$ cat config.mk
export PLATFORM = sky130hd
export DESIGN_NAME = spi_run_ctrl_master
export DESIGN_NICKNAME = d
export VERILOG_FILES = /design/src/rtl/spi_rc_pkg.sv /design/src/rtl/spi_rc_fifo.sv /design/src/rtl/spi_rc_runctl.sv /design/src/rtl/spi_rc_shifter.sv /design/src/rtl/spi_run_ctrl_master.sv
export SDC_FILE = /design/constraint.sdc
export NUM_CORES = 1
export LEC_CHECK = 0
export BUFFER_PORTS_ARGS = -buffer_cell sky130_fd_sc_hd__buf_4
export CAP_MARGIN = 20
export CORE_UTILIZATION = 50
export DETAILED_ROUTE_END_ITERATION = 12
export PLACE_DENSITY = 0.7
export SLEW_MARGIN = 20
export SYNTH_ARGS = -nofsm -noshare
export SYNTH_HDL_FRONTEND = slang
export SYNTH_SLANG_ARGS = --single-unit
$ cat constraint.sdc
create_clock -name clk -period 2.4 [get_ports clk]
set_input_delay 0.12 -clock clk [delete_from_list [all_inputs] [get_ports clk]]
set_output_delay 0.12 -clock clk [all_outputs]
set_load 0.005 [all_outputs]
$ cat src/rtl/spi_rc_pkg.sv
package spi_rc_pkg;

  typedef enum logic {
    ST_STOPPED = 1'b0,
    ST_RUNNING = 1'b1
  } run_state_e;

  localparam int unsigned MIN_LEN = 4;

  // Clamp a requested frame length into MIN_LEN..max_len.
  function automatic int unsigned clamp_len(input int unsigned req, input int unsigned max_len);
    if (req < MIN_LEN) return MIN_LEN;
    if (req > max_len) return max_len;
    return req;
  endfunction

  // Half of the serial clock period in system clocks.
  function automatic int unsigned half_period(input int unsigned div);
    return (div < 2) ? 1 : div / 2;
  endfunction

endpackage

$ cat src/rtl/spi_rc_fifo.sv
module spi_rc_fifo #(
  parameter int W     = 17,
  parameter int DEPTH = 4
) (
  input  logic         clk,
  input  logic         rst_n,
  input  logic         push,
  input  logic [W-1:0] wdata,
  input  logic         pop,
  output logic [W-1:0] head,
  output logic [W-1:0] rdata,
  output logic         full,
  output logic         empty,
  output logic         ovf,
  output logic         udf
);
  localparam int AW   = (DEPTH > 1) ? $clog2(DEPTH) : 1;
  localparam int CNTW = $clog2(DEPTH + 1);
  localparam logic [AW-1:0]   LAST_IDX = AW'(DEPTH - 1);
  localparam logic [CNTW-1:0] DEPTH_C  = CNTW'(DEPTH);

  logic [W-1:0]    mem [DEPTH];
  logic [AW-1:0]   wr_q, rd_q;
  logic [CNTW-1:0] count_q;
  logic            push_ok, pop_ok;

  assign full    = (count_q == DEPTH_C);
  assign empty   = (count_q == '0);
  assign push_ok = push & ~full;
  assign pop_ok  = pop & ~empty;
  assign head    = mem[rd_q];

  function automatic logic [AW-1:0] nxt(input logic [AW-1:0] p);
    return (p == LAST_IDX) ? '0 : p + 1'b1;
  endfunction

  always_ff @(posedge clk or negedge rst_n) begin
    if (!rst_n) begin
      wr_q    <= '0;
      rd_q    <= '0;
      count_q <= '0;
      rdata   <= '0;
      ovf     <= 1'b0;
      udf     <= 1'b0;
    end else begin
      if (push_ok) wr_q <= nxt(wr_q);
      if (pop_ok) begin
        rd_q  <= nxt(rd_q);
        rdata <= mem[rd_q];
      end
      case ({push_ok, pop_ok})
        2'b10:   count_q <= count_q + 1'b1;
        2'b01:   count_q <= count_q - 1'b1;
        default: count_q <= count_q;
      endcase
      if (push && full) ovf <= 1'b1;
      if (pop && empty) udf <= 1'b1;
    end
  end

  always_ff @(posedge clk) begin
    if (push_ok) mem[wr_q] <= wdata;
  end

  AST_COUNT_BOUND: assert property (@(posedge clk) disable iff (!rst_n) count_q <= DEPTH_C);
  AST_NO_OVERFLOW: assert property (@(posedge clk) disable iff (!rst_n) (full && push && !pop) |=> full);
  AST_OVF_STICKY:  assert property (@(posedge clk) disable iff (!rst_n) ovf |=> ovf);
  AST_UDF_HOLD:    assert property (@(posedge clk) disable iff (!rst_n) (empty && pop) |=> $stable(rdata));
  AST_UDF_STICKY:  assert property (@(posedge clk) disable iff (!rst_n) udf |=> udf);

endmodule

$ cat src/rtl/spi_rc_runctl.sv
module spi_rc_runctl
  import spi_rc_pkg::*;
(
  input  logic clk,
  input  logic rst_n,
  input  logic halt,
  input  logic debug,
  input  logic freeze,
  input  logic eoq_set,
  input  logic eoq_clr,
  input  logic frame_busy,
  output logic stop_req,
  output logic eoq_flag,
  output logic running
);
  run_state_e state_q;

  assign stop_req = eoq_flag | halt | (debug & freeze);
  assign running  = (state_q == ST_RUNNING);

  always_ff @(posedge clk or negedge rst_n) begin
    if (!rst_n) begin
      eoq_flag <= 1'b0;
    end else if (eoq_set) begin
      eoq_flag <= 1'b1;
    end else if (eoq_clr) begin
      eoq_flag <= 1'b0;
    end
  end

  always_ff @(posedge clk or negedge rst_n) begin
    if (!rst_n) begin
      state_q <= ST_STOPPED;
    end else begin
      case (state_q)
        ST_STOPPED: if (!stop_req) state_q <= ST_RUNNING;
        ST_RUNNING: if (stop_req && !frame_busy) state_q <= ST_STOPPED;
        default:    state_q <= ST_STOPPED;
      endcase
    end
  end

  AST_START_WHEN_CLEAR: assert property (@(posedge clk) disable iff (!rst_n) (!running && !stop_req) |=> running);
  AST_STAY_STOPPED:     assert property (@(posedge clk) disable iff (!rst_n) (!running && stop_req) |=> !running);
  AST_HOLD_IN_FRAME:    assert property (@(posedge clk) disable iff (!rst_n) (running && frame_busy) |=> running);
  AST_STOP_WHEN_IDLE:   assert property (@(posedge clk) disable iff (!rst_n) (running && stop_req && !frame_busy) |=> !running);
  AST_EOQ_STICKY:       assert property (@(posedge clk) disable iff (!rst_n) (eoq_flag && !eoq_clr) |=> eoq_flag);

endmodule

$ cat src/rtl/spi_rc_shifter.sv
module spi_rc_shifter
  import spi_rc_pkg::*;
#(
  parameter int DATA_W  = 16,
  parameter int CLK_DIV = 4,
  parameter int LEN_W   = 5
) (
  input  logic              clk,
  input  logic              rst_n,
  input  logic              run_ok,
  input  logic              tx_avail,
  input  logic [DATA_W-1:0] tx_word,
  input  logic              tx_mark,
  input  logic [LEN_W-1:0]  cfg_len,
  input  logic              miso,
  output logic              tx_pop,
  output logic              rx_push,
  output logic [DATA_W-1:0] rx_word,
  output logic              frame_done,
  output logic              frame_mark,
  output logic              busy,
  output logic              sck,
  output logic              mosi,
  output logic              cs_n
);
  localparam int HALF = int'(half_period(CLK_DIV));
  localparam int CW   = (HALF > 1) ? $clog2(HALF) : 1;
  localparam int BCW  = $clog2(DATA_W + 1);
  localparam logic [CW-1:0]  DIV_LAST = CW'(HALF - 1);
  localparam logic [BCW-1:0] DW_L     = BCW'(DATA_W);

  logic              busy_q, sck_q, mark_q;
  logic [CW-1:0]     div_q;
  logic [BCW-1:0]    bit_q, len_q, len_c;
  logic [DATA_W-1:0] tx_sh, rx_sh;
  logic              start_fire, edge_tick, rise_ev, fall_ev, last_ev;

  assign len_c      = BCW'(clamp_len(int'(cfg_len), DATA_W));
  assign start_fire = run_ok & tx_avail & ~busy_q;
  assign edge_tick  = busy_q & (div_q == DIV_LAST);
  assign rise_ev    = edge_tick & ~sck_q;
  assign fall_ev    = edge_tick & sck_q;
  assign last_ev    = fall_ev & (bit_q == len_q - 1'b1);

  always_ff @(posedge clk or negedge rst_n) begin
    if (!rst_n) begin
      busy_q <= 1'b0;
      sck_q  <= 1'b0;
      mark_q <= 1'b0;
      div_q  <= '0;
      bit_q  <= '0;
      len_q  <= BCW'(MIN_LEN);
      tx_sh  <= '0;
      rx_sh  <= '0;
    end else if (start_fire) begin
      busy_q <= 1'b1;
      sck_q  <= 1'b0;
      div_q  <= '0;
      bit_q  <= '0;
      len_q  <= len_c;
      mark_q <= tx_mark;
      tx_sh  <= tx_word << (DW_L - len_c);
      rx_sh  <= '0;
    end else if (busy_q) begin
      if (edge_tick) begin
        div_q <= '0;
        sck_q <= ~sck_q;
        if (rise_ev) rx_sh <= {rx_sh[DATA_W-2:0], miso};
        if (fall_ev) begin
          if (last_ev) begin
            busy_q <= 1'b0;
          end else begin
            bit_q <= bit_q + 1'b1;
            tx_sh <= tx_sh << 1;
          end
        end
      end else begin
        div_q <= div_q + 1'b1;
      end
    end
  end

  assign tx_pop     = start_fire;
  assign rx_push    = last_ev;
  assign rx_word    = rx_sh;
  assign frame_done = last_ev;
  assign frame_mark = mark_q;
  assign busy       = busy_q;
  assign sck        = sck_q;
  assign mosi       = busy_q & tx_sh[DATA_W-1];
  assign cs_n       = ~busy_q;

  AST_CS_LOW_AFTER_START: assert property (@(posedge clk) disable iff (!rst_n) start_fire |=> !cs_n);
  AST_SCK_IDLE_LOW:       assert property (@(posedge clk) disable iff (!rst_n) cs_n |-> !sck);
  AST_CS_GAP:             assert property (@(posedge clk) disable iff (!rst_n) frame_done |=> cs_n);
  AST_MOSI_ON_FALL:       assert property (@(posedge clk) disable iff (!rst_n) (busy_q && !fall_ev && !start_fire) |=> $stable(mosi));

endmodule

$ cat src/rtl/spi_run_ctrl_master.sv
module spi_run_ctrl_master
  import spi_rc_pkg::*;
#(
  parameter int DATA_W     = 16,
  parameter int FIFO_DEPTH = 4,
  parameter int CLK_DIV    = 4,
  parameter int LEN_W      = 5
) (
  input  logic              clk,
  input  logic              rst_n,
  input  logic              cfg_halt,
  input  logic              cfg_debug,
  input  logic              cfg_freeze,
  input  logic [LEN_W-1:0]  cfg_len,
  input  logic              eoq_clr,
  output logic              eoq_flag,
  output logic              running,
  input  logic              tx_push,
  input  logic [DATA_W-1:0] tx_data,
  input  logic              tx_eoq,
  output logic              tx_full,
  output logic              tx_ovf,
  input  logic              rx_pop,
  output logic [DATA_W-1:0] rx_data,
  output logic              rx_empty,
  output logic              rx_ovf,
  output logic              rx_udf,
  output logic              sck,
  output logic              mosi,
  input  logic              miso,
  output logic              cs_n
);
  localparam int TXW = DATA_W + 1;

  logic [TXW-1:0]    tx_head, tx_rdata_unused;
  logic [DATA_W-1:0] rx_head_unused, rx_word;
  logic              tx_empty, tx_udf_unused, rx_full_unused;
  logic              tx_pop, rx_push, frame_done, frame_mark, busy, stop_req;

  spi_rc_fifo #(.W(TXW), .DEPTH(FIFO_DEPTH)) u_txq (
    .clk(clk), .rst_n(rst_n),
    .push(tx_push), .wdata({tx_eoq, tx_data}), .pop(tx_pop),
    .head(tx_head), .rdata(tx_rdata_unused),
    .full(tx_full), .empty(tx_empty), .ovf(tx_ovf), .udf(tx_udf_unused)
  );

  spi_rc_fifo #(.W(DATA_W), .DEPTH(FIFO_DEPTH)) u_rxq (
    .clk(clk), .rst_n(rst_n),
    .push(rx_push), .wdata(rx_word), .pop(rx_pop),
    .head(rx_head_unused), .rdata(rx_data),
    .full(rx_full_unused), .empty(rx_empty), .ovf(rx_ovf), .udf(rx_udf)
  );

  spi_rc_runctl u_ctl (
    .clk(clk), .rst_n(rst_n),
    .halt(cfg_halt), .debug(cfg_debug), .freeze(cfg_freeze),
    .eoq_set(frame_done & frame_mark), .eoq_clr(eoq_clr),
    .frame_busy(busy), .stop_req(stop_req),
    .eoq_flag(eoq_flag), .running(running)
  );

  spi_rc_shifter #(.DATA_W(DATA_W), .CLK_DIV(CLK_DIV), .LEN_W(LEN_W)) u_shf (
    .clk(clk), .rst_n(rst_n),
    .run_ok(running & ~stop_req), .tx_avail(~tx_empty),
    .tx_word(tx_head[DATA_W-1:0]), .tx_mark(tx_head[DATA_W]),
    .cfg_len(cfg_len), .miso(miso),
    .tx_pop(tx_pop), .rx_push(rx_push), .rx_word(rx_word),
    .frame_done(frame_done), .frame_mark(frame_mark), .busy(busy),
    .sck(sck), .mosi(mosi), .cs_n(cs_n)
  );

  AST_POP_ONLY_RUNNING: assert property (@(posedge clk) disable iff (!rst_n) tx_pop |-> (running && !cfg_halt));
  AST_NO_POP_WHEN_EMPTY: assert property (@(posedge clk) disable iff (!rst_n) tx_pop |-> !tx_empty);
  AST_EOQ_AT_FRAME_END: assert property (@(posedge clk) disable iff (!rst_n) $rose(eoq_flag) |-> cs_n);

endmodule

**After elaboration in Yosys (flattened, before gate mapping)**

Memories as Yosys holds them, arrays and structs flattened. A register that Yosys moved wholly into a read port is not among the register bits.
Index checks and enable logic that the tools add are counted.

- Add/subtract/negate cells: 12
- $lt $le $gt $ge: 2
- Equality and inequality tests: 12
- Shifts and indexed selects: 1
- Mux-type cells: 47
- Bitwise logic cells: 24
- Reduce and logical (&&, ||, !) cells: 18

Operators with widths:

| cell | number |
|---|---|
| $mux 16 | 9 |
| $mux 5 | 8 |
| $mux 1 | 22 |
| $shl 16x5->16 | 1 |
| $and 1x1->1 | 14 |
| $reduce_bool 2->1 | 7 |
| $eq 2x2->1 const B | 6 |
| $pmux 3 s2 | 2 |
| $add 2x1->2 const B | 4 |
| $mux 2 | 4 |
| $not 1->1 | 8 |
| $add 3x1->3 const B | 2 |
| $eq 3x3->1 const B | 2 |
| $logic_not 3->1 | 2 |
| $sub 3x1->3 const B | 2 |
| $add 5x1->5 const B | 1 |
| $eq 5x5->1 | 1 |
| $gt 5x5->1 const B | 1 |
| $lt 5x3->1 const B | 1 |
| $sub 5x1->5 const B | 1 |
| $sub 5x5->5 const A | 1 |
| $eq 2x1->1 const B | 2 |
| $logic_and 1x1->1 | 4 |
| $reduce_and 4->1 | 1 |
| other kinds (8) | 10 |

- Bits in registers: 65
- Bits in writable memories: 132
- Word-level logic and storage cells: 137
- Memories kept: 2

Memories:

| memory | depth | width | read ports | clocked after memory_dff | wr ports | RTL line | RTL |
|---|---|---|---|---|---|---|---|
| u_txq.mem | 4 | 17 | 1 | 0 | 1 | spi_rc_fifo.sv:22 | `logic [W-1:0] mem [DEPTH];` |
| u_rxq.mem | 4 | 16 | 1 | 1 | 1 | spi_rc_fifo.sv:22 |  |

**Longest topological paths before layout**

Gate-level depths: netlist of the first run.

- Depth after elaboration: 9
- Mapped depth: 15

**Hierarchy**

From an unflattened synthesis of the first run, not the netlist that was laid out.

- Cells, all modules: 626
- Area total of the unflattened synthesis: 10060.9 µm²

By module, submodules not included:

| module | instances | cells each | area an instance (µm²) |
|---|---|---|---|
| spi_rc_fifo at u_txq | 1 | 169 | 3622.2 |
| spi_rc_fifo at u_rxq | 1 | 162 | 3438.3 |
| spi_rc_shifter | 1 | 285 | 2899.0 |
| spi_rc_runctl | 1 | 7 | 77.6 |
| spi_run_ctrl_master | 1 | 3 | 23.8 |

**Least setup slack after synthesis of the first run**

No wires, ideal clock.

- Kind: register to register
- Start point: reg u_shf.len_q[0]
- End point: reg u_rxq.count_q[1]
- Library setup time: 83 ps
- Arrival: 2476 ps
- Path slack: -158 ps
- Stages on the path, launching flop included: 14
- Path buffers: 0
- Period minus slack after synthesis: 2558 ps
- Cells stage by stage: dfrtp_1 -> inv_1 -> ha_1 -> xor2_1 -> o211ai_1 -> a21oi_1 -> nor2_1 -> nand4_1 -> a21oi_1 -> inv_1 -> ha_1 -> inv_1 -> fa_1 -> o21ai_0

- Longest elaborated chain between the ends: 6
- Elaborated cells on any way between the ends: 8
- Classes of those cells: 1 x add/sub; 3 x eq/ne; 1 x mux; 2 x bitwise; 1 x reduce/logical

RTL lines:

| item | RTL line | RTL |
|---|---|---|
| from (decl) | spi_rc_shifter.sv:34 | `logic [BCW-1:0] bit_q, len_q, len_c;` |
| from (signal assigned) | spi_rc_shifter.sv:52 | `len_q <= BCW'(MIN_LEN);` |
| from (signal assigned) | spi_rc_shifter.sv:60 | `len_q <= len_c;` |
| $sub 5x1->5 * | spi_rc_shifter.sv:43 | `assign last_ev = fall_ev & (bit_q == len_q - 1'b1);` |
| $eq 5x5->1 * | spi_rc_shifter.sv:43 |  |
| $and 1x1->1 * | spi_rc_shifter.sv:43 |  |
| $and 1x1->1 * | spi_rc_fifo.sv:29 | `assign push_ok = push & ~full;` |
| $eq 2x1->1 or $eq 2x2->1 (tied branches) | spi_rc_fifo.sv:51 | `case ({push_ok, pop_ok})` |
| $pmux 3 s2 or $reduce_bool 2->1 (tied branches) | - |  |
| to (signal assigned) | spi_rc_fifo.sv:52 | `2'b10: count_q <= count_q + 1'b1;` |
| to (signal assigned) | spi_rc_fifo.sv:53 | `2'b01: count_q <= count_q - 1'b1;` |
| to (signal assigned) | spi_rc_fifo.sv:54 | `default: count_q <= count_q;` |
| to (decl) | spi_rc_fifo.sv:24 | `logic [CNTW-1:0] count_q;` |

Every way passes the cells marked *; elsewhere a longest branch is shown, timed or not.
A chain may end at the register's enable or synchronous reset.

**Final worst setup path of the first run**

- Start point: reg u_shf.len_q[0]
- End point: reg u_rxq.count_q[2]

Same word-level chain as after synthesis.

==> results of run 1 <==
[placed cells by master, fill, tap and decap left out, drive strengths merged, types with 6 or more instances in the layout]
master         n
o21ai         25
a21oi         27
nor2          29
buf           91
mux2          20
inv           22
mux2i         35
clkbuf        31
xnor2          9
a21o           6
nand2         69
clkinv        11
mux4          35
edfxtp       132
dfrtp         80
xor2           9
and2           9
dlygate4sd3   26
ha            15
[stage by stage]
step | hold slack (ns) | std cells | total power [mW] | instance area [sq um] | TNS (ns)
6_report | 0.02774 | 965 | 12.81 | 11100 | -0.04831
5_1_grt | 0.06799 | 965 | 13.58 | 11100 | -0.9771
4_1_cts | 0.02785 | 960 | 12.86 | 10960 | -0.1411
3_5_place_dp | 0.1164 | 894 | 9.680 | 10030 | -0.1597
3_3_place_gp | 0.1125 | 894 | 9.455 | 10030 | 0
2_1_floorplan | -0.1756 | 605 | 8.317 | 9178 | 0
[layout make-up]
| type | count | share of cell area, % |
|---|---|---|
| flip-flops and latches | 213 | 53.98 |
| clock inverters | 12 | 0.8115 |
| well taps | 229 | 2.581 |
| inverters | 22 | 0.7439 |
| repair buffers | 121 | 10.22 |
| clock buffers | 27 | 5.129 |
| multi-input cells | 341 | 26.53 |
[flip-flops by register name, summed over array words and instances (netlist names), 5 cells and up]
register,count
u_shf.len_q,5
u_txq.mem,68
u_rxq.rdata,16
u_shf.bit_q,5
u_shf.rx_word,16
u_shf.tx_sh,16
u_rxq.mem,64
[critical path: stages (launching register included)]
cell and delay (ns):
dfrtp_1 0.39, inv_2 0.08, ha_4 0.15, xor2_1 0.17
o211ai_1 0.13, a21oi_2 0.17, nor2_1 0.06, nand4_1 0.12
a21oi_2 0.05, inv_1 0.06, ha_2 0.18, inv_2 0.04
fa_2 0.33, xor2_1 0.17, nor2_1 0.12, xor2_1 0.17
[worst max-delay path by stage]
stage                               from                to  cells past startpoint
after floorplan           u_shf.len_q[0]  u_rxq.count_q[2]                     15
after global placement    u_shf.len_q[1]  u_rxq.count_q[2]                     15
after detailed placement  u_shf.len_q[1]  u_rxq.count_q[2]                     15
after CTS                 u_shf.len_q[0]  u_rxq.count_q[2]                     15
after global routing      u_shf.len_q[1]  u_rxq.count_q[2]                     15
final                     u_shf.len_q[0]  u_rxq.count_q[2]                     15
[cells in the mapped netlist, drive strengths merged (3+ instances only)]
library cell,count,area share (%)
a21o,6,0.50
a21oi,27,1.5
and2,9,0.61
and3,3,0.20
buf,13,1.3
clkbuf,16,0.76
dfrtp,80,22
edfxtp,132,43
ha,15,2.0
inv,22,0.90
mux2,20,2.5
mux2i,35,3.8
mux4,35,9.3
nand2,69,2.9
nand3,5,0.27
nor2,29,1.2
nor3,5,0.27
o21a,5,0.41
o21ai,25,1.4
o22ai,4,0.27
or3,3,0.20
xnor2,9,0.94
xor2,9,0.86
[metal layers]
metal	global-route usage (%)	up-vias
met5	0	-
met1	24.48	2703
met2	33.67	149
met3	2.943	28
met4	5.250	0
li1	-	2482
[kinds of logic (layout without fill, tap and decap cells)]
kind of cell | count (synthesis) | count (layout) | synth area share (%)
flops | 213 | 213 | 65.35
simple gates | 133 | 133 | 6.359
mux | 90 | 90 | 15.53
compound gates | 83 | 83 | 5.500
buf+inv | 51 | 182 | 2.975
xor+xnor | 18 | 18 | 1.801
fa+ha+maj | 17 | 17 | 2.484
[timing repair]
action / 4_1_cts / 5_1_grt
buffers inserted: 1 / 2
endpoints found under the setup margin: 1 / 75
resized for setup: 2 / 15
hold buffers: 26 / 0
gates cloned: 0 / 4
endpoints found under the hold margin: 111 / 0
pin swaps: 7 / 6
[where the power goes]
| group | switching [mW] | leakage [nW] | total (mW) | internal (mW) |
|---|---|---|---|---|
| clock network | 1.32 | 0.325 | 3.12 | 1.79 |
| logic | 2.16 | 1.88 | 4.24 | 2.08 |
| registers | 0.553 | 2.20 | 5.45 | 4.90 |
==> metrics, run 1 <==
synth warn 0; CTS tree yes; GP Congestion 0.8800; DR WL met3 roughly 730 um; crit path capture type flip-flop; R2R Setup Slk -0.05 ns; Final setup viols 1; initial antenna violation count 0; WL/cell approximately 18 um; asr flop ratio synth 38.03%; vias 5362; hold path endpoint u_shf.len_q[2]; Reg area 0.005992 sq mm; starting density of the core 51.04%; Antenna diodes 0; Via-to-Cell Ratio 5.556; dpl ws -0.1597 ns; Tcrit/Tclk final 102.0%; crit start category flip-flop; FMAX 0.4084 GHz; Req. time, crit path 2.83 ns; Max Cap Viol 0; M1 wire length approximately 7500 um; Total GRT Usage 19.10%; worst r2r src u_shf.len_q[0]; post-synthesis cell type count 54; Syn Inst Count 605; RSZ-0062 raised after global routing yes; number of synthesized flops with an enable pin approximately 130; worst hold start cfg_len[2]; syn nets ~650; metal2 WL 8972 um; min-delay worst type in2reg; failing checks setup timing; fin util between 60% and 70%; worst setup path category reg2reg; minimum clock period between 2 and 2.5 ns; VDD IR max 0.7304 mV; PortBufs 56; gr ovfl total 0; Core Region 0.01796 sq mm; placement row count 49; Ports 57; Slew @ Worst Pin 0.4987 ns; number of nets with antenna violations after routing 0; detailed-placement wirelength estimate 11190 um; first-pass GRT wire length 27700 um; clk slew on worst S/H paths around 0.060 ns; die area 0.01888 sq mm; DRT Wirelength 17510 um; PnR worst setup slack -0.04831 ns; area occupied by multi-input gates 0.002945 sq mm; CP arrival 2.88 ns; CTS Buf Count 22; vias in the first global route 5395; drt first pass iters 5; Layout Nets 769; CTS root buffer clkbuf_16; cell area after synthesis 0.009169 sq mm; CTS sink count about 210; Filler Cell Count between 1000 and 1500; Slew Limit Fails 0; CTS max path bufs 3; sequential fraction of the synthesis area 65.35%; largest net degree at the start of global routing 48; top layer in use met4; reg2reg path depth 15; Hold Path Cell Cnt 5; die span in y ~140 um; H-tree depth 1; CP Max Fanout 4; DRC viols 0; DR iter-0 viols 432; Power Density 1154 mW/mm^2; final hold violations 0; outcome complete, but fails checks; Die Wd around 140 um; worst skew pair latency 0.51 ns; Area Overhead vs Synth 21.07%; Syn Area/Cell around 15 sq um; Pleak 4.404 nW; Clock Skew 0.01645 ns; RR Endpoint u_rxq.count_q[2]; main flop type after synthesis edfxtp_1; headroom to the max-slew limit about two thirds; FF+latch count, synth 213; layout cells sized above 1 about a quarter
Note: power is estimated with default switching activity, not from simulation.
==> run 2, diff against run 1 <==
==> constraint.sdc (replaced) <==
create_clock -name clk -period 2.4 [get_ports clk]
set_input_delay 0.12 -clock clk [delete_from_list [all_inputs] [get_ports clk]]
set_output_delay 0.12 -clock clk [all_outputs]
set_load 0.1 [all_outputs]
==> run 2 against run 1 <==
The run now ends clean. Via count decreased by 1.9%. Count of clock-buffer cells in the layout increased by 2. Power up 15%.
==> metrics, run 2 (synthesis gave the netlist of run 1 again) <==
largest delay contributor family on the critical path adder cells; RSZ-0062 raised after global routing yes; CP arrival around 2.8 ns; Area Overhead vs Synth 21.79%; commonest non-fill, non-tap cell in the layout edfxtp_1; minimum clock period 2.374 ns; Max stage delay on crit path 0.38 ns; RR Endpoint u_rxq.count_q[2]; busiest grt layer met2; die area ~0.019 sq mm; Ports 57; drt first pass iters 5; worst setup path category reg2reg; Critical Path Slowest Stage Cell dfrtp_1; GRT met3 Usage 3.091%; grt met1 use 23.72%; cells along the critical path inv_1, ha_2, xor2_1, o211ai_1, a21oi_1, nor2_1, nand4_1, a21oi_2, inv_2, ha_4, inv_2, fa_2, xor2_1, nor2_1, xor2_1; starting density of the core roughly half; Top reg by flops u_txq.mem; worst r2r src u_shf.len_q[0]; met2 Use GR 33.17%; CTS tree yes; sequential share of power 37.1%; H-tree depth 1; Total GRT Usage 18.74%; fin util 62.16%; Antenna diodes 0; DR iter-0 viols 258; crit-path most repeated cell xor2_1; power share of the combinational group between 30% and 40%; hold slack final 0.02803 ns; Clock Skew 0.009376 ns; Slew @ Worst Pin 0.5108 ns; CTS root buffer clkbuf_16; first-pass GRT wire length 27140 um; gr ovfl total 0; Layout Cells excl Fill 966; Final setup viols 0; GP Congestion 0.8555; CTS Buf Count 23; WP buf/inv 3; number of gates on the worst path with buffers counted 15; die span in y 137.4 um; PortBufs 56; Int Pwr 9.141 mW; Req. time, crit path between 2 and 3 ns; Setup crit end u_rxq.count_q[2]; reg2reg path depth 15; Core Region 0.01796 sq mm; VDD IR max 1.065 mV; placed cells 895; Pleak 4.413 nW; DRC viols 0; layout cells sized above 1 between 20% and 30%; WL/cell between 15 and 20 um; Die Wd approximately 140 um; vias 5258; Max Cap Viol 0; min-delay worst type in2reg; Filler Cell Count 1300; clock share of power between 20% and 30%; area occupied by multi-input gates 0.002952 sq mm; CP Max Fanout 4; placement row count 49; Slew Limit Fails 0; headroom to the max-slew limit 65.87%; number of nets with antenna violations after routing 0; outcome complete, no violations; Switching Share 38.11%; PnR worst setup slack roughly 0.026 ns; clk slew on worst S/H paths 0.07 ns; CTS max path bufs 3; worst skew pair latency 0.52 ns; max reg flops 68; Power Density approximately 1300 mW/mm^2; NetSw 5.628 mW; CTS sink count ~210; most frequent cells in the layout edfxtp_1 (132), buf_4 (83), dfrtp_1 (78); Via-to-Cell Ratio 5.443; vias in the first global route 5392; Layout Nets between 700 and 800; largest net degree at the start of global routing 51; Critical Path Start u_shf.len_q[0]; Tcrit/Tclk final 98.94%; detailed-placement wirelength estimate between 10000 and 15000 um; crit start category flip-flop; final hold violations 0; setup TNS 0 ns; Reg area 0.005997 sq mm; dpl ws -0.05647 ns; initial antenna violation count 0; R2R Setup Slk 0.03 ns; FMAX 0.4211 GHz; DRT Wirelength 17020 um; crit path capture type flip-flop; largest registers u_txq.mem x68, u_rxq.mem x64
-- run 2: cell count changes in the layout (fill, tap and decap cells not counted), moves of 2 or more --
cell / delta
and2_2: +3
and2_4: -3
clkinvlp_4: +3
bufinv_16: +2
clkbuf_16: -2
clkinv_1: -2
dfrtp_1: -2
inv_1: -2
-- run 2: through the flow --
stage / instance area, sq um / total power [mW]
after global placement: 10100 / 11.07
after global routing: 11170 / 15.54
after floorplan: 9248 / 9.875
after CTS: 11140 / 14.89
final: 11170 / 14.77
after detailed placement: 10100 / 11.27
-- run 2: worst min-delay path by stage --
stage / startpoint / endpoint / slack (ns) / cells after the start
floorplan: rst_n / u_ctl.running / -0.18 / 0
global placement: rst_n / u_rxq.rdata[7] / 0.11 / 1
detailed placement: rst_n / u_rxq.rdata[6] / 0.12 / 1
CTS: cfg_len[2] / u_shf.len_q[2] / 0.01 / 5
global route: cfg_len[2] / u_shf.len_q[2] / 0.04 / 5
finish: cfg_len[2] / u_shf.len_q[2] / 0.03 / 5
-- run 2: cell type report --
type                       instances  share of cell area [%]
sequential                       213                   53.70
multi-input combinational        341                   26.43
timing repair buffer             119                   9.658
clock buffer                      29                   5.445
tap                              229                   2.566
clock inverter                    13                   1.401
inverter                          22                  0.7955
-- run 2: routing by layer --
metal  part of all wire (%)  wire length (um)  up-vias
met5                      0                 0        -
met4                    2.1               353        0
met3                    4.0               680       28
met2                     51              8684      113
met1                     43              7304     2638
li1                       -                 -     2479
-- run 2: worst register-to-register path: stages, from the launching register on --
cell	delay [ns]
dfrtp_1	0.38
inv_1	0.06
ha_2	0.20
xor2_1	0.15
o211ai_1	0.10
a21oi_1	0.20
nor2_1	0.07
nand4_1	0.12
a21oi_2	0.06
inv_2	0.07
ha_4	0.12
inv_2	0.03
fa_2	0.32
xor2_1	0.14
nor2_1	0.13
xor2_1	0.14
-- run 2: what timing repair did --
item	CTS	global route
gates resized for setup	2	1
hold buffers	27	0
pin swaps	6	11
gates cloned	0	1
setup endpoints to repair	2	67
endpoints found under the hold margin	109	0
setup buffers	1	2
-- run 2: power groups by stage --
stage / combinational [mW] / clock (mW) / sequential, mW
after floorplan: 3.24 / 0 / 6.63
final: 5.73 / 3.56 / 5.48
after global routing: 6.17 / 3.78 / 5.59
after detailed placement: 5.74 / 0 / 5.54
after CTS: 5.79 / 3.62 / 5.48
after global placement: 5.60 / 0 / 5.47
==> run 3, diff against run 2 <==
CAP_MARGIN = not set   (was 20)
GPL_TIMING_DRIVEN = 0   (was not set)
==> run 3 against run 2 <==
First-iteration DRC count increased by 34%. Worst hold slack improved by 0.022 ns. Power increased by 0.25%. Wire length increased by 7.3%. Non-clock buffer count increased by 7. Die area unchanged. Fmax decreased by 2.4%. Critical path type unchanged. Combinational power increased by 7.0%. Count of clock-buffer cells in the layout unchanged. Critical path depth unchanged. The run now ends with setup timing left.
==> metrics, run 3 (synthesis gave the netlist of run 1 again) <==
outcome complete, but fails checks; failing checks setup timing; DR iter-0 viols 346; CTS max path bufs 3; Total GRT Usage 19.56%; Via-to-Cell Ratio between 5 and 6; die span in y 137.4 um; most frequent cells in the layout edfxtp_1 (132), dfrtp_1 (78), buf_4 (74); min-delay worst type in2reg; crit path capture type flip-flop; Max Cap Viol 0; CTS sink count about 210; DRT Wirelength 18260 um; Layout Nets 778; clk slew on worst S/H paths around 0.060 ns; initial antenna violation count 0; crit start category flip-flop; Top reg by flops u_txq.mem; die area ~0.019 sq mm; WL/cell 18.77 um; CTS root buffer clkbuf_16; GP Congestion 0.8611; number of nets with antenna violations after routing 0; FMAX 0.4110 GHz; minimum clock period 2.433 ns; layout cells sized above 1 27.42%; RSZ-0062 raised after global routing yes; CP arrival roughly 2.8 ns; Area Overhead vs Synth 21.44%; vias 5373; commonest non-fill, non-tap cell in the layout edfxtp_1; Core Region about 0.018 sq mm; CTS Buf Count 22; Antenna diodes 0; total power 14.81 mW; Slew Limit Fails 0; Tcrit/Tclk final 101.4%; DRC viols 0; largest net degree at the start of global routing just over 80; fin util 61.98%; CP Max Fanout 4; largest registers u_txq.mem x68, u_rxq.mem x64; Slew @ Worst Pin 0.7793 ns; drt first pass iters 5; Filler Cell Count between 1000 and 1500; PnR worst setup slack -0.03325 ns; Ports 57; gr ovfl total 0; Req. time, crit path 2.77 ns; max reg flops slightly below 70; Final setup viols 2; worst skew pair latency 0.49 ns; detailed-placement wirelength estimate 11610 um; VDD IR max 1.400 mV; starting density of the core between 50% and 60%; Power Density 1330 mW/mm^2; H-tree depth 1; placement row count 49; Clock Skew 0.01105 ns; final hold violations 0; Die Wd approximately 140 um; CTS tree yes; Pleak 4.372 nW; worst setup path category reg2reg; vias in the first global route 5275; PortBufs 56; headroom to the max-slew limit 48.05%; first-pass GRT wire length 27800 um
-- run 3: path summary, 6_finish.rpt --
check / endpoint / slack, ns / cells after the start / from
max in group asynchronous: u_ctl.eoq_flag / 1.53 / 2 / rst_n
worst min-delay path: u_shf.tx_sh[15] / 0.05 / 4 / cfg_len[4]
worst max register to register: u_rxq.count_q[2] / -0.03 / 15 / u_shf.len_q[0]
worst max-delay path: u_rxq.count_q[2] / -0.03 / 15 / u_shf.len_q[0]
min in group asynchronous: u_rxq.rdata[7] / 0.24 / 2 / rst_n
worst min register to register: u_rxq.udf / 0.46 / 1 / u_rxq.udf
-- run 3: per-layer routing --
metal | vias up | part of all wire (%) | global-route usage [%]
met5 | - | 0 | 0
met4 | 0 | 1.8 | 5.678
met3 | 28 | 4.1 | 2.686
met2 | 128 | 51 | 33.28
met1 | 2699 | 43 | 26.28
li1 | 2518 | - | -
-- run 3: worst max-delay path: stages, from the launching register on --
cell and delay, ns:
dfrtp_1 0.37, inv_2 0.06, ha_4 0.17, xor2_1 0.13
o211ai_1 0.20, a21oi_2 0.09, nor2_1 0.10, nand4_1 0.19
a21oi_4 0.20, inv_2 0.06, ha_4 0.16, inv_2 0.05
fa_2 0.19, xor2_1 0.13, nor2_1 0.06, xor2_1 0.14
-- run 3: per-stage QoR --
step	instance area [sq um]	cells	worst slack (ns)	hold slack, ns	setup TNS (ns)
2_1_floorplan	9248	605	-0.1966	-0.1756	-0.3821
3_3_place_gp	9955	890	-0.4614	0.3042	-26.20
3_5_place_dp	9955	890	-0.5233	0.3067	-28.18
4_1_cts	11010	963	-0.02866	0.02978	-0.02866
5_1_grt	11130	973	-0.2166	0.06778	-0.4362
6_report	11130	973	-0.03325	0.05019	-0.05760
-- run 3: power breakdown --
part           switching, mW  total, mW  internal (mW)
clock network           1.32       3.20           1.88
logic                   3.85       6.13           2.29
registers              0.573       5.47           4.90
total                   5.74       14.8           9.07
-- run 3: repair_timing --
item | 4_1_cts | 5_1_grt
hold endpoints to repair | 157 | 0
pin swaps | 10 | 7
buffers inserted | 8 | 7
gates resized for setup | 16 | 22
setup endpoints to repair | 70 | 156
cloned | 0 | 4
hold buffers | 27 | 0
-- run 3: area by class of cell --
class / instances / area, sq um / area share, %
Inverter: 22 / 88.84 / 0.7978
Sequential cell: 213 / 5997 / 53.86
Timing Repair Buffer: 97 / 812.0 / 7.293
Clock buffer: 29 / 608.1 / 5.461
Tap cell: 229 / 286.5 / 2.573
Buffer: 29 / 221.5 / 1.989
Clock inverter: 9 / 67.56 / 0.6068
Multi-Input combinational cell: 345 / 3053 / 27.42
